### src/rtl/tick_pkg.sv
package tick_pkg;

    // Datapath widths
    localparam int CNT_W  = 24;
    localparam int DATA_W = 32;
    localparam int ADDR_W = 4;

    // Byte offsets of the register bank
    localparam logic [ADDR_W-1:0] OFF_CTRL   = 4'h0;
    localparam logic [ADDR_W-1:0] OFF_RELOAD = 4'h4;
    localparam logic [ADDR_W-1:0] OFF_VALUE  = 4'h8;
    localparam logic [ADDR_W-1:0] OFF_CALIB  = 4'hC;

    // Bit positions inside control/status
    localparam int BIT_RUN  = 0;
    localparam int BIT_IE   = 1;
    localparam int BIT_SRC  = 2;
    localparam int BIT_FLAG = 16;

    typedef enum logic [2:0] {
        REG_CTRL,
        REG_RELOAD,
        REG_VALUE,
        REG_CALIB,
        REG_NONE
    } reg_sel_e;

    typedef struct packed {
        logic clk_src;   // 1 = system clock, 0 = half-rate enable
        logic irq_en;
        logic run;
    } ctrl_t;

    typedef struct packed {
        logic     rd;
        logic     wr;
        reg_sel_e sel;
    } access_t;

    function automatic reg_sel_e decode_addr(input logic [ADDR_W-1:0] a);
        reg_sel_e s;
        case (a)
            OFF_CTRL:   s = REG_CTRL;
            OFF_RELOAD: s = REG_RELOAD;
            OFF_VALUE:  s = REG_VALUE;
            OFF_CALIB:  s = REG_CALIB;
            default:    s = REG_NONE;
        endcase
        return s;
    endfunction

    function automatic logic [DATA_W-1:0] pack_ctrl(input ctrl_t c, input logic flag);
        logic [DATA_W-1:0] w;
        w           = '0;
        w[BIT_RUN]  = c.run;
        w[BIT_IE]   = c.irq_en;
        w[BIT_SRC]  = c.clk_src;
        w[BIT_FLAG] = flag;
        return w;
    endfunction

    function automatic ctrl_t unpack_ctrl(input logic [DATA_W-1:0] w);
        ctrl_t c;
        c.run     = w[BIT_RUN];
        c.irq_en  = w[BIT_IE];
        c.clk_src = w[BIT_SRC];
        return c;
    endfunction

endpackage

### src/rtl/tick_ref_enable.sv
// Produces a one-cycle enable once every DIV system clocks; no derived clock.
module tick_ref_enable #(
    parameter int DIV = 2
) (
    input  logic clk,
    input  logic rst,
    output logic pulse
);
    localparam int PW = (DIV > 2) ? $clog2(DIV) : 1;
    localparam logic [PW-1:0] LAST = PW'(DIV - 1);

    logic [PW-1:0] phase_q;

    always_ff @(posedge clk) begin
        if (rst) begin
            phase_q <= '0;
        end else if (phase_q == LAST) begin
            phase_q <= '0;
        end else begin
            phase_q <= phase_q + 1'b1;
        end
    end

    assign pulse = (phase_q == LAST);
endmodule

### src/rtl/tick_regs.sv
// Register bank: decode, writable state and read-data mux.
module tick_regs
    import tick_pkg::*;
#(
    parameter int               CW          = CNT_W,
    parameter logic [CW-1:0]    CALIB_VALUE = '0
) (
    input  logic                clk,
    input  logic                rst,
    input  logic                bus_sel,
    input  logic                bus_write,
    input  logic [ADDR_W-1:0]   bus_addr,
    input  logic [DATA_W-1:0]   bus_wdata,
    input  logic [CW-1:0]       cur_value,
    input  logic                count_flag,
    output ctrl_t               ctrl,
    output logic [CW-1:0]       reload,
    output logic                value_clear,
    output logic                ctrl_read,
    output logic [DATA_W-1:0]   bus_rdata
);
    localparam int PAD_W = DATA_W - CW;

    access_t acc;
    ctrl_t   ctrl_q;
    logic [CW-1:0] reload_q;

    always_comb begin
        acc.rd  = bus_sel & ~bus_write;
        acc.wr  = bus_sel &  bus_write;
        acc.sel = decode_addr(bus_addr);
    end

    always_ff @(posedge clk) begin
        if (rst) begin
            ctrl_q   <= '0;
            reload_q <= '0;
        end else if (acc.wr) begin
            case (acc.sel)
                REG_CTRL:   ctrl_q   <= unpack_ctrl(bus_wdata);
                REG_RELOAD: reload_q <= bus_wdata[CW-1:0];
                default:    ;
            endcase
        end
    end

    assign value_clear = acc.wr & (acc.sel == REG_VALUE);
    assign ctrl_read   = acc.rd & (acc.sel == REG_CTRL);

    always_comb begin
        bus_rdata = '0;
        if (acc.rd) begin
            case (acc.sel)
                REG_CTRL:   bus_rdata = pack_ctrl(ctrl_q, count_flag);
                REG_RELOAD: bus_rdata = {{PAD_W{1'b0}}, reload_q};
                REG_VALUE:  bus_rdata = {{PAD_W{1'b0}}, cur_value};
                REG_CALIB:  bus_rdata = {{PAD_W{1'b0}}, CALIB_VALUE};
                default:    bus_rdata = '0;
            endcase
        end
    end

    assign ctrl   = ctrl_q;
    assign reload = reload_q;

    logic unused_wdata;
    assign unused_wdata = ^bus_wdata[DATA_W-1:CW];
endmodule

### src/rtl/tick_counter.sv
// Down counter with zero-crossing reload, sticky flag and interrupt pulse.
module tick_counter #(
    parameter int CW = 24
) (
    input  logic          clk,
    input  logic          rst,
    input  logic          count_en,
    input  logic          value_clear,
    input  logic          ctrl_read,
    input  logic          irq_en,
    input  logic [CW-1:0] reload,
    output logic [CW-1:0] value,
    output logic          flag,
    output logic          irq
);
    localparam logic [CW-1:0] ONE = CW'(1);

    logic [CW-1:0] value_q;
    logic          flag_q;
    logic          irq_q;
    logic          step;
    logic          hit;

    assign step = count_en & ~value_clear;
    assign hit  = step & (value_q == ONE);

    always_ff @(posedge clk) begin
        if (rst) begin
            value_q <= '0;
        end else if (value_clear) begin
            value_q <= '0;
        end else if (step) begin
            if (value_q == '0) begin
                value_q <= reload;
            end else begin
                value_q <= value_q - ONE;
            end
        end
    end

    // A set in the same cycle as a clearing read takes priority.
    always_ff @(posedge clk) begin
        if (rst) begin
            flag_q <= 1'b0;
        end else if (value_clear) begin
            flag_q <= 1'b0;
        end else if (hit) begin
            flag_q <= 1'b1;
        end else if (ctrl_read) begin
            flag_q <= 1'b0;
        end
    end

    always_ff @(posedge clk) begin
        if (rst) begin
            irq_q <= 1'b0;
        end else begin
            irq_q <= hit & irq_en;
        end
    end

    assign value = value_q;
    assign flag  = flag_q;
    assign irq   = irq_q;
endmodule

### src/rtl/tick_timer.sv
module tick_timer
    import tick_pkg::*;
#(
    parameter int               CW          = CNT_W,
    parameter int               REF_DIV     = 2,
    parameter logic [CW-1:0]    CALIB_VALUE = CW'(99999)
) (
    input  logic                clk,
    input  logic                rst,
    input  logic                bus_sel,
    input  logic                bus_write,
    input  logic [ADDR_W-1:0]   bus_addr,
    input  logic [DATA_W-1:0]   bus_wdata,
    output logic [DATA_W-1:0]   bus_rdata,
    output logic                tick_irq
);
    ctrl_t         ctrl_q;
    logic [CW-1:0] reload_q;
    logic [CW-1:0] cur_value;
    logic          count_flag;
    logic          value_clear;
    logic          ctrl_read;
    logic          ref_pulse;
    logic          count_en;

    tick_ref_enable #(.DIV(REF_DIV)) u_ref (
        .clk   (clk),
        .rst   (rst),
        .pulse (ref_pulse)
    );

    tick_regs #(.CW(CW), .CALIB_VALUE(CALIB_VALUE)) u_regs (
        .clk         (clk),
        .rst         (rst),
        .bus_sel     (bus_sel),
        .bus_write   (bus_write),
        .bus_addr    (bus_addr),
        .bus_wdata   (bus_wdata),
        .cur_value   (cur_value),
        .count_flag  (count_flag),
        .ctrl        (ctrl_q),
        .reload      (reload_q),
        .value_clear (value_clear),
        .ctrl_read   (ctrl_read),
        .bus_rdata   (bus_rdata)
    );

    // Clock-source mux expressed as a count enable
    assign count_en = ctrl_q.run & (ctrl_q.clk_src | ref_pulse);

    tick_counter #(.CW(CW)) u_cnt (
        .clk         (clk),
        .rst         (rst),
        .count_en    (count_en),
        .value_clear (value_clear),
        .ctrl_read   (ctrl_read),
        .irq_en      (ctrl_q.irq_en),
        .reload      (reload_q),
        .value       (cur_value),
        .flag        (count_flag),
        .irq         (tick_irq)
    );
endmodule

### config.mk
export PLATFORM = sky130hd
export DESIGN_NAME = tick_timer
export DESIGN_NICKNAME = d
export VERILOG_FILES = /design/src/rtl/tick_pkg.sv /design/src/rtl/tick_ref_enable.sv /design/src/rtl/tick_regs.sv /design/src/rtl/tick_counter.sv /design/src/rtl/tick_timer.sv
export SDC_FILE = /design/constraint.sdc
export NUM_CORES = 1
export LEC_CHECK = 0
export BUFFER_PORTS_ARGS = -buffer_cell sky130_fd_sc_hd__buf_2
export CORE_ASPECT_RATIO = 0.7
export CORE_UTILIZATION = 54
export CTS_CLUSTER_DIAMETER = 30
export DETAILED_ROUTE_END_ITERATION = 12
export GPL_TIMING_DRIVEN = 0
export PLACE_DENSITY = 0.92
export SLEW_MARGIN = 15
export SYNTH_ARGS = -nofsm -noshare
export SYNTH_HDL_FRONTEND = slang
export SYNTH_SLANG_ARGS = --single-unit
### constraint.sdc
create_clock -name clk -period 2.6 [get_ports clk]
set_clock_uncertainty 0.1 [all_clocks]
set_input_delay 0.13 -clock clk [delete_from_list [all_inputs] [get_ports clk]]
set_output_delay 0.13 -clock clk [all_outputs]
set_load 0.03 [all_outputs]
; ---- Yosys cells after proc, flatten, opt, wreduce, memory -nomap -nowiden
; Index checks and enable logic that the tools add are counted.
[classes]
n_mux = 6
div_mod_pow = 0
order_cmp = 0
eq_ne = 7
shifts = 0
n_mul = 0
bitwise = 11
n_addsub = 2
n_reduce_logical = 8
[op_table]
columns = operator, n
row1 = 24-bit case mux with 4 select lines, 1
row2 = 32-bit 2-to-1 mux, 1
row3 = "24-bit by 1-bit equality test with 1-bit output, second input constant", 1
row4 = 24-bit logical NOT, 1
row5 = 24-bit 2-to-1 mux, 1
row6 = "24-bit by 1-bit subtractor with 24-bit output, second input constant", 1
row7 = 3-bit case mux with 4 select lines, 1
row8 = 1-bit bitwise AND, 8
row9 = "4-bit equality test, second input constant", 2
row10 = "3-bit by 2-bit equality test with 1-bit output, second input constant", 2
row11 = "4-bit by 3-bit equality test with 1-bit output, second input constant", 1
row12 = 4-bit logical NOT, 1
row13 = 2-bit AND reduction, 2
row14 = 2-bit OR reduction, 2
row15 = "3-bit by 1-bit equality test with 1-bit output, second input constant", 1
row16 = 3-bit logical NOT, 1
row17 = 1-bit 2-to-1 mux, 2
row18 = 1-bit NOT, 2
row19 = 2-bit nonzero test, 1
row20 = "1-bit adder, second input constant", 1
row21 = 1-bit OR, 1
[totals]
ramBits = 0
n_memories = 0
out_inout_bits = 33
in_bits = 40
rom_bits = 0
wordCells = 42
latchBits = 0
register_bits = 54

; ---- Longest topological paths before layout
; Gate-level depths: netlist of the first run.
[depth]
depth_word = 8
ltp_mapped = 8
ltp_nobuf = 7

; ---- By module
; From an unflattened synthesis of the first run, not the netlist that was laid out.
[unflattened]
cells_unflattened = 415
hier_area_um2 = 3453.3
[by_module_without_submodules]
columns = mod, instances, area_per_inst_um2, cells_per_inst, seq_area_each_um2
row1 = tick_counter, 1, 1731.7, 214, 520.5
row2 = tick_regs, 1, 1690.4, 198, 540.5
row3 = tick_ref_enable, 1, 23.8, 2, 20.0
row4 = tick_timer, 1, 7.5, 1, 0.0

; ---- Worst setup path after synthesis of the first run
; OpenSTA, ideal clock, no wires.
[synth_path]
kind = register to register
start = register u_cnt.value_q[13] (netlist: u_cnt.value[13])
end = register u_cnt.value_q[14] (netlist: u_cnt.value[14])
n_path_buf = 2
setup_time_ns = 0.117
t_required_ns = 2.383
period_less_slack_ns = 1.939
setup_slack_ns = 0.661
arrival_time_ns = 1.721
stages_incl_launch_ff = 8
path_cell_list = dfxtp_1 -> clkbuf_1 -> nor3_2 -> nand4_4 -> or2_1 -> buf_2 -> mux2_4 -> a32o_1
[synth_via]
elab_chain_cells = 2
word_cells_on_any_way = 3
cone_classes = 1 x add/sub / 1 x mux / 1 x reduce/logical
[synth_lines]
columns = element, line
row1 = start: declaration, tick_counter.sv:18  ; logic [CW-1:0] value_q;
row2 = start signal: assignment, tick_counter.sv:34  ; value_q <= reload;
row3 = start signal: assignment, tick_counter.sv:36  ; value_q <= value_q - ONE;
row4 = 24-bit by 1-bit subtractor with 24-bit output / 24-bit logical NOT (equally long branches), "tick_counter.sv:36, tick_counter.sv:33"
row5 = 24-bit 2-to-1 mux (*), tick_counter.sv:33  ; if (value_q == '0) begin
; Every way passes the cells marked *; elsewhere a longest branch is shown, timed or not.
; A chain may end at the register's enable or synchronous reset.

; ---- Final worst setup path of the first run
[layout_path]
start = register u_cnt.value_q[0] (netlist: u_cnt.value[0])
end = register u_cnt.value_q[19] (netlist: u_cnt.value[19])
; Same word-level chain as after synthesis.

==> impl_results.md, run 1 <==
- Die H: 65.9 µm
- Final WL: 9.95 mm
- Effective utilization at floorplan: 0.580
- Share of cells above drive strength 1: 0.181
- Status: finished clean
- Final Hold Viols: 0
- Worst EP arrival: 2.53 ns
- Num CTS Buffers: 5
- Total power: 1.47 mW
- Final Slew Violations: 0
- Worst vdd ir: 241 µV
- Tcrit/Tclk final: 0.924
- H-Tree Depth: 2
- Main synth FF type: dfxtp_1
- Synth top area share: 0.344
- Worst skew pair latency: 0.31 ns
- Endpoint class of the critical path: flip-flop
- Drt pass-1 iters: 5
- Fin nets: 552
- DR vias: 3,572
- Fillcell total: 463
- CORE AREA: 5420 µm²
- Pre-CTS WS: 0.185 ns
- Detail Route Antenna Nets: 0
- Net Sw Power: 0.381 mW
- IO Port Bufs: 54
- Slowest cell on crit path: nor4_1
- CP max stage delay: 0.87 ns
- Post-synthesis cell count: 417
- Distinct cells, synth: 53
- Largest net degree at the start of global routing: 15
- Die width: 93.2 µm
- Initial drt markers: 430
- Placer Congestion: 0.975
- Layout area overhead: 22.5%
- Most frequent cells in the layout: nand2_1, buf_2, dfxtp_1
- Critical path's top delay family: simple AND/OR/NAND/NOR gates
- Grt total ovfl: 0
- Largest cells by area after synthesis: dfxtp_1, nand2_1, a21oi_1
- Unrepaired setup endpoints after global routing: no
- Leakage: 1.44 nW
- Seq/Total Area, Yosys: 0.344
- Ys async rst share: 0
- Total of max-cap violations: 0
- Drt wl/cell: 17.1 µm
- Required @ worst endpoint: 2.73 ns
- Relative slew slack: 0.334
- Worst setup path class: flip-flop to flip-flop
- Antenna violations before repair: 0
- Post-Synthesis Cell Area: 3150 µm²
- Vias in the first global route: 3,237
- Switching share of power: 0.258
- CTS Sinks: 54
- Avg Inst Size Synth: 7.54 µm²
- Fmax: 416 MHz
- Seq pwr share: 0.566
- Leading area contributor after synthesis: dfxtp_1
- Most common cell after layout, fill and taps aside: nand2_1
- Maximum clock path buffer count: 2
- P_int: 1.09 mW
- Clock tree from TritonCTS: yes
- Diodes inserted: 0
- First-pass GRT wire length: 16.2 mm
- Fin Hold WS: 0.197 ns
- FF+latch count, synth: 54
- Root Driver: clkbuf_8
- Die area: 6140 µm²
- Setup TNS: 0 ns
- Clock power frac: 0.310
- Worst Hold Class: input port to flip-flop
- Type of origin of the critical path: flip-flop
- Worst Path Buf+Inv: 0
- # rows: 22
- Syn. warnings: 0
- DR DRC count: 0
- Worst-path fanout max: 5
- Setup ws final: 0.198 ns
- Worst-path clk slew: 0.10 ns
- Final min period: 2.40 ns
- Pwr Density: 383 nW/µm²
- Final setup fails: 0
- DP HPWL: 6.95 mm
- Avg Vias per Cell: 6.15
- Gr usage total: 0.342
- Slew @ Worst Pin: 0.990 ns
- Comb pwr share: 0.124
- Io pins: 73
- EDFF count, synth: 0
- Critical Path, Cell by Cell: nor4_1 > and4_1 > nand4_1 > nand2b_1 > a31oi_1
[per-layer routing]
metal / GRT usage / routed length, µm / share of wire / vias to the layer above
met4: 0.117 / 223 / 0.022 / 0
li1: - / - / - / 1683
met2: 0.549 / 4300 / 0.43 / 239
met3: 0.0609 / 1090 / 0.11 / 22
met5: 0 / 0 / 0 / -
met1: 0.466 / 4340 / 0.44 / 1628
[what timing repair did]
item | in CTS | in global routing
setup endpoints to repair | 0 | 4
buffers inserted | 0 | 0
hold buffers | 24 | 0
gates resized for setup | 0 | 1
endpoints found under the hold margin | 27 | 0
[final timing paths]
check | from | endpoint | slack (ns) | depth (start not counted)
setup reg to reg | u_cnt.value[0] | u_cnt.value[19] | 0.20 | 5
hold / removal | rst | u_cnt.value[5] | 0.20 | 3
setup / recovery | u_cnt.value[0] | u_cnt.value[19] | 0.20 | 5
hold reg to reg | u_ref.pulse | u_ref.pulse | 0.32 | 1
[area by class of cell]
| type | instances | area (µm²) | area share |
|---|---|---|---|
| Multi-Input combinational cell | 321 | 1870 | 0.485 |
| Sequential cell | 54 | 1080 | 0.281 |
| Timing Repair Buffer | 78 | 510 | 0.132 |
| Buffer | 38 | 185 | 0.0481 |
| Tap cell | 72 | 90.1 | 0.0234 |
| Clock buffer | 7 | 76.3 | 0.0198 |
| Inverter | 11 | 41.3 | 0.0107 |
[registers in the layout (all words and copies together), names as in the netlist]
signal	flops
u_regs.ctrl	3
u_cnt.value	24
u_cnt.flag	1
u_cnt.irq	1
u_ref.pulse	1
u_regs.reload	24
[tightest hold or removal path: stages]
cell	delay (ns)
buf_2	0.12
a31o_2	0.22
a221oi_1	0.08
[power by group through the flow]
stage	Sequential (mW)	Combinational, mW	Clock [mW]
2_1_floorplan	0.853	0.0958	0
3_3_place_gp	0.854	0.145	0
3_5_place_dp	0.854	0.149	0
4_1_cts	0.835	0.177	0.456
5_1_grt	0.836	0.195	0.498
6_report	0.835	0.183	0.457
[synth_stat cells, drive strengths merged, types with 3 or more instances]
master	number
or3	5
nand3	7
o22ai	4
nand2	74
or4	4
nor2	34
ha	3
nand2b	3
a32o	5
a211oi	8
o21ai	31
nand4	8
buf	16
nor4	6
a31oi	7
mux2i	6
inv	11
o211ai	3
nor4b	3
a21oi	37
a221oi	5
clkbuf	22
a22oi	14
dfxtp	54
nor3	19
nor2b	5
[cell families after synthesis]
kind of cell | Yosys count | synth area share
simple gates | 176 | 0.288
compound gates | 126 | 0.255
flops | 54 | 0.344
buf+inv | 49 | 0.0720
mux | 8 | 0.0286
fa+ha+maj | 3 | 0.0119
other cells | 1 | 0.00119
[stage by stage]
step / instances / util / area (µm²)
after floorplan: 424 / - / 3170
after global placement: 550 / 0.651 / 3530
after detailed placement: 550 / 0.651 / 3530
after CTS: 581 / 0.710 / 3850
after global routing: 581 / 0.711 / 3850
final: 581 / 0.711 / 3850
(Power assumes the default switching activity.)
==> inputs of run 2 (changes only) <==
Settings changed: CORE_UTILIZATION 54 to 52, PLACE_DENSITY 0.92 to 0.89.
==> run 2 against run 1 <==
Net effect:
- sequential cell count unchanged
- die area grew 3.7%
- largest power group unchanged
- sequential share of layout area hardly changed
- count of clock-buffer cells in the layout decreased by 1
- critical endpoint is now u_cnt.value[14]
==> impl_results.md, run 2 (synthesis results as in run 1) <==
- CP max stage delay: 0.78 ns (was 0.87 ns)
- Die width: 95.0 µm (was 93.2 µm)
- Worst skew pair latency: 0.32 ns (was 0.31 ns)
- Worst setup path class: flip-flop to flip-flop (unchanged)
- DP HPWL: 6.89 mm (was 6.95 mm)
- Required @ worst endpoint: 2.73 ns (about the same)
- Die area: 6370 µm² (was 6140 µm²)
- Worst vdd ir: 274 µV (was 241 µV)
- Final Slew Violations: 0 (unchanged)
- Worst Hold Class: input port to flip-flop (unchanged)
- Total power: 1.50 mW (was 1.47 mW)
- Critical path's top delay family: simple AND/OR/NAND/NOR gates (unchanged)
- Worst-path clk slew: 0.10 ns (about the same)
- Io pins: 73 (unchanged)
- Root Driver: clkbuf_8 (unchanged)
- DR vias: 3,594 (was 3,572)
- Diodes inserted: 0 (unchanged)
- Most common cell after layout, fill and taps aside: nand2_1 (unchanged)
- Gr usage total: 0.329 (was 0.342)
- Pre-CTS WS: 0.216 ns (was 0.185 ns)
- DR DRC count: 0 (unchanged)
- Slowest cell on crit path: nor3b_1 (was nor4_1)
- Slew @ Worst Pin: 0.974 ns (was 0.990 ns)
- # rows: 23 (was 22)
- CORE AREA: 5780 µm² (was 5420 µm²)
- Endpoint class of the critical path: flip-flop (unchanged)
- Placed insts: 553 (was 550)
- Fin nets: 552 (unchanged)
- Grt met2 use: 0.527 (was 0.549)
- Reg2reg setup slack: 0.09 ns (was 0.20 ns)
- Leakage: 1.44 nW (about the same)
- Setup Buffers After CTS: 0 (unchanged)
- Largest net degree at the start of global routing: 16 (was 15)
- Status: finished clean (unchanged)
- First-pass GRT wire length: 15.8 mm (was 16.2 mm)
- Detail Route Antenna Nets: 0 (unchanged)
- Drt pass-1 iters: 5 (unchanged)
- Fin Hold WS: 0.208 ns (was 0.197 ns)
- Die H: 67.1 µm (was 65.9 µm)
- Unrepaired setup endpoints after global routing: no (unchanged)
- Drt wl/cell: 17.1 µm (about the same)
- Final setup fails: 0 (unchanged)
- Worst EP arrival: 2.63 ns (was 2.53 ns)
- IO Port Bufs: 54 (unchanged)
- Gates resized, CTS repair: 0 (unchanged)
- Clock tree from TritonCTS: yes (unchanged)
- Layout area overhead: 22.6% (was 22.5%)
- H-Tree Depth: 2 (unchanged)
- Total of max-cap violations: 0 (unchanged)
- Setup ws final: 0.0942 ns (was 0.198 ns)
- Num CTS Buffers: 5 (unchanged)
- Fmax: 399 MHz (was 416 MHz)
- Effective utilization at floorplan: 0.544 (was 0.580)
- Non-filler instance count after layout: 584 (was 581)
- Vias in the first global route: 3,215 (was 3,237)
- Worst-path fanout max: 7 (was 5)
- Type of origin of the critical path: flip-flop (unchanged)
- Relative slew slack: 0.345 (was 0.334)
- GRT busiest layer: met2 (unchanged)
- Met3 global-route usage: 0.0582 (was 0.0609)
- Share of cells above drive strength 1: 0.181 (unchanged)
- Maximum clock path buffer count: 2 (unchanged)
- Initial drt markers: 467 (was 430)
- Setup TNS: 0 ns (unchanged)
- Grt total ovfl: 0 (unchanged)
- Final WL: 10.0 mm (was 9.95 mm)
- Worst Path Buf+Inv: 1 (was 0)
- Met1 usage: 0.448 (was 0.466)
- Critical Path, Cell by Cell: inv_1 > ha_1 > nor3b_1 > nand4_1 > nor2_1 > o21ai_0 > a32o_1 (was nor4_1 > and4_1 > nand4_1 > nand2b_1 > a31oi_1)
- Final Hold Viols: 0 (unchanged)
- CTS Sinks: 54 (unchanged)
- Avg Vias per Cell: 6.15 (about the same)
- Antenna violations before repair: 0 (unchanged)
- Fillcell total: 518 (was 463)
- Most frequent cells in the layout: nand2_1, buf_2, dfxtp_1 (unchanged)
- Tcrit/Tclk final: 0.964 (was 0.924)
- Placer Congestion: 0.959 (was 0.975)
- Final min period: 2.51 ns (was 2.40 ns)
- Pwr Density: 388 nW/µm² (was 383 nW/µm²)
## run 2: cell count changes in the layout (fill, tap and decap cells not counted)
cell	delta
nor3b_1	+1
clkinvlp_4	+1
nor3b_2	-1
clkbuf_1	-1
## run 2: final cells by class
cell class / instances / area, µm² / share of cell area
Buffer: 38 / 185 / 0.0480
Clock buffer: 6 / 72.6 / 0.0188
Clock inverter: 1 / 7.51 / 0.00195
Inverter: 11 / 41.3 / 0.0107
Multi-Input combinational cell: 321 / 1860 / 0.483
Sequential cell: 54 / 1080 / 0.280
Tap cell: 75 / 93.8 / 0.0243
Timing Repair Buffer: 78 / 510 / 0.132
## run 2: final timing paths
path	startpoint	end	cells past startpoint
worst max-delay path	u_cnt.value[0]	u_cnt.value[14]	7
worst min-delay path	rst	u_cnt.value[5]	3
worst max register to register	u_cnt.value[0]	u_cnt.value[14]	7
worst min register to register	u_ref.pulse	u_ref.pulse	1
## run 2: stage by stage
step,util,area (µm²)
after CTS,0.667,3860
after global routing,0.667,3860
after detailed placement,0.611,3540
final,0.667,3860
after floorplan,-,3170
after global placement,0.611,3540
## run 2: where the power goes
part	internal [mW]	leakage, nW	switching (mW)	total, mW
Sequential	0.831	0.435	0.00402	0.835
Combinational	0.0763	0.965	0.107	0.183
Clock	0.186	0.0373	0.291	0.477
Total	1.09	1.44	0.403	1.50
## run 2: repair_timing
| item | 4_1_cts | 5_1_grt |
|---|---|---|
| hold endpoints to repair | 27 | 0 |
| endpoints found under the setup margin | 0 | 0 |
| hold buffers | 24 | 0 |
## run 2: worst register-to-register path, stage by stage, from the launching register on
cell and delay, ns:
dfxtp_1 0.37, inv_1 0.15, ha_1 0.21, nor3b_1 0.78, nand4_1 0.28, nor2_1 0.14, o21ai_0 0.10, a32o_1 0.30
## run 2: metal layers
metal | wire (µm) | part of all wire | vias to the layer above
met1 | 4340 | 0.43 | 1649
li1 | - | - | 1690
met5 | 0 | 0 | -
met2 | 4460 | 0.45 | 233
met3 | 1040 | 0.10 | 22
met4 | 165 | 0.016 | 0
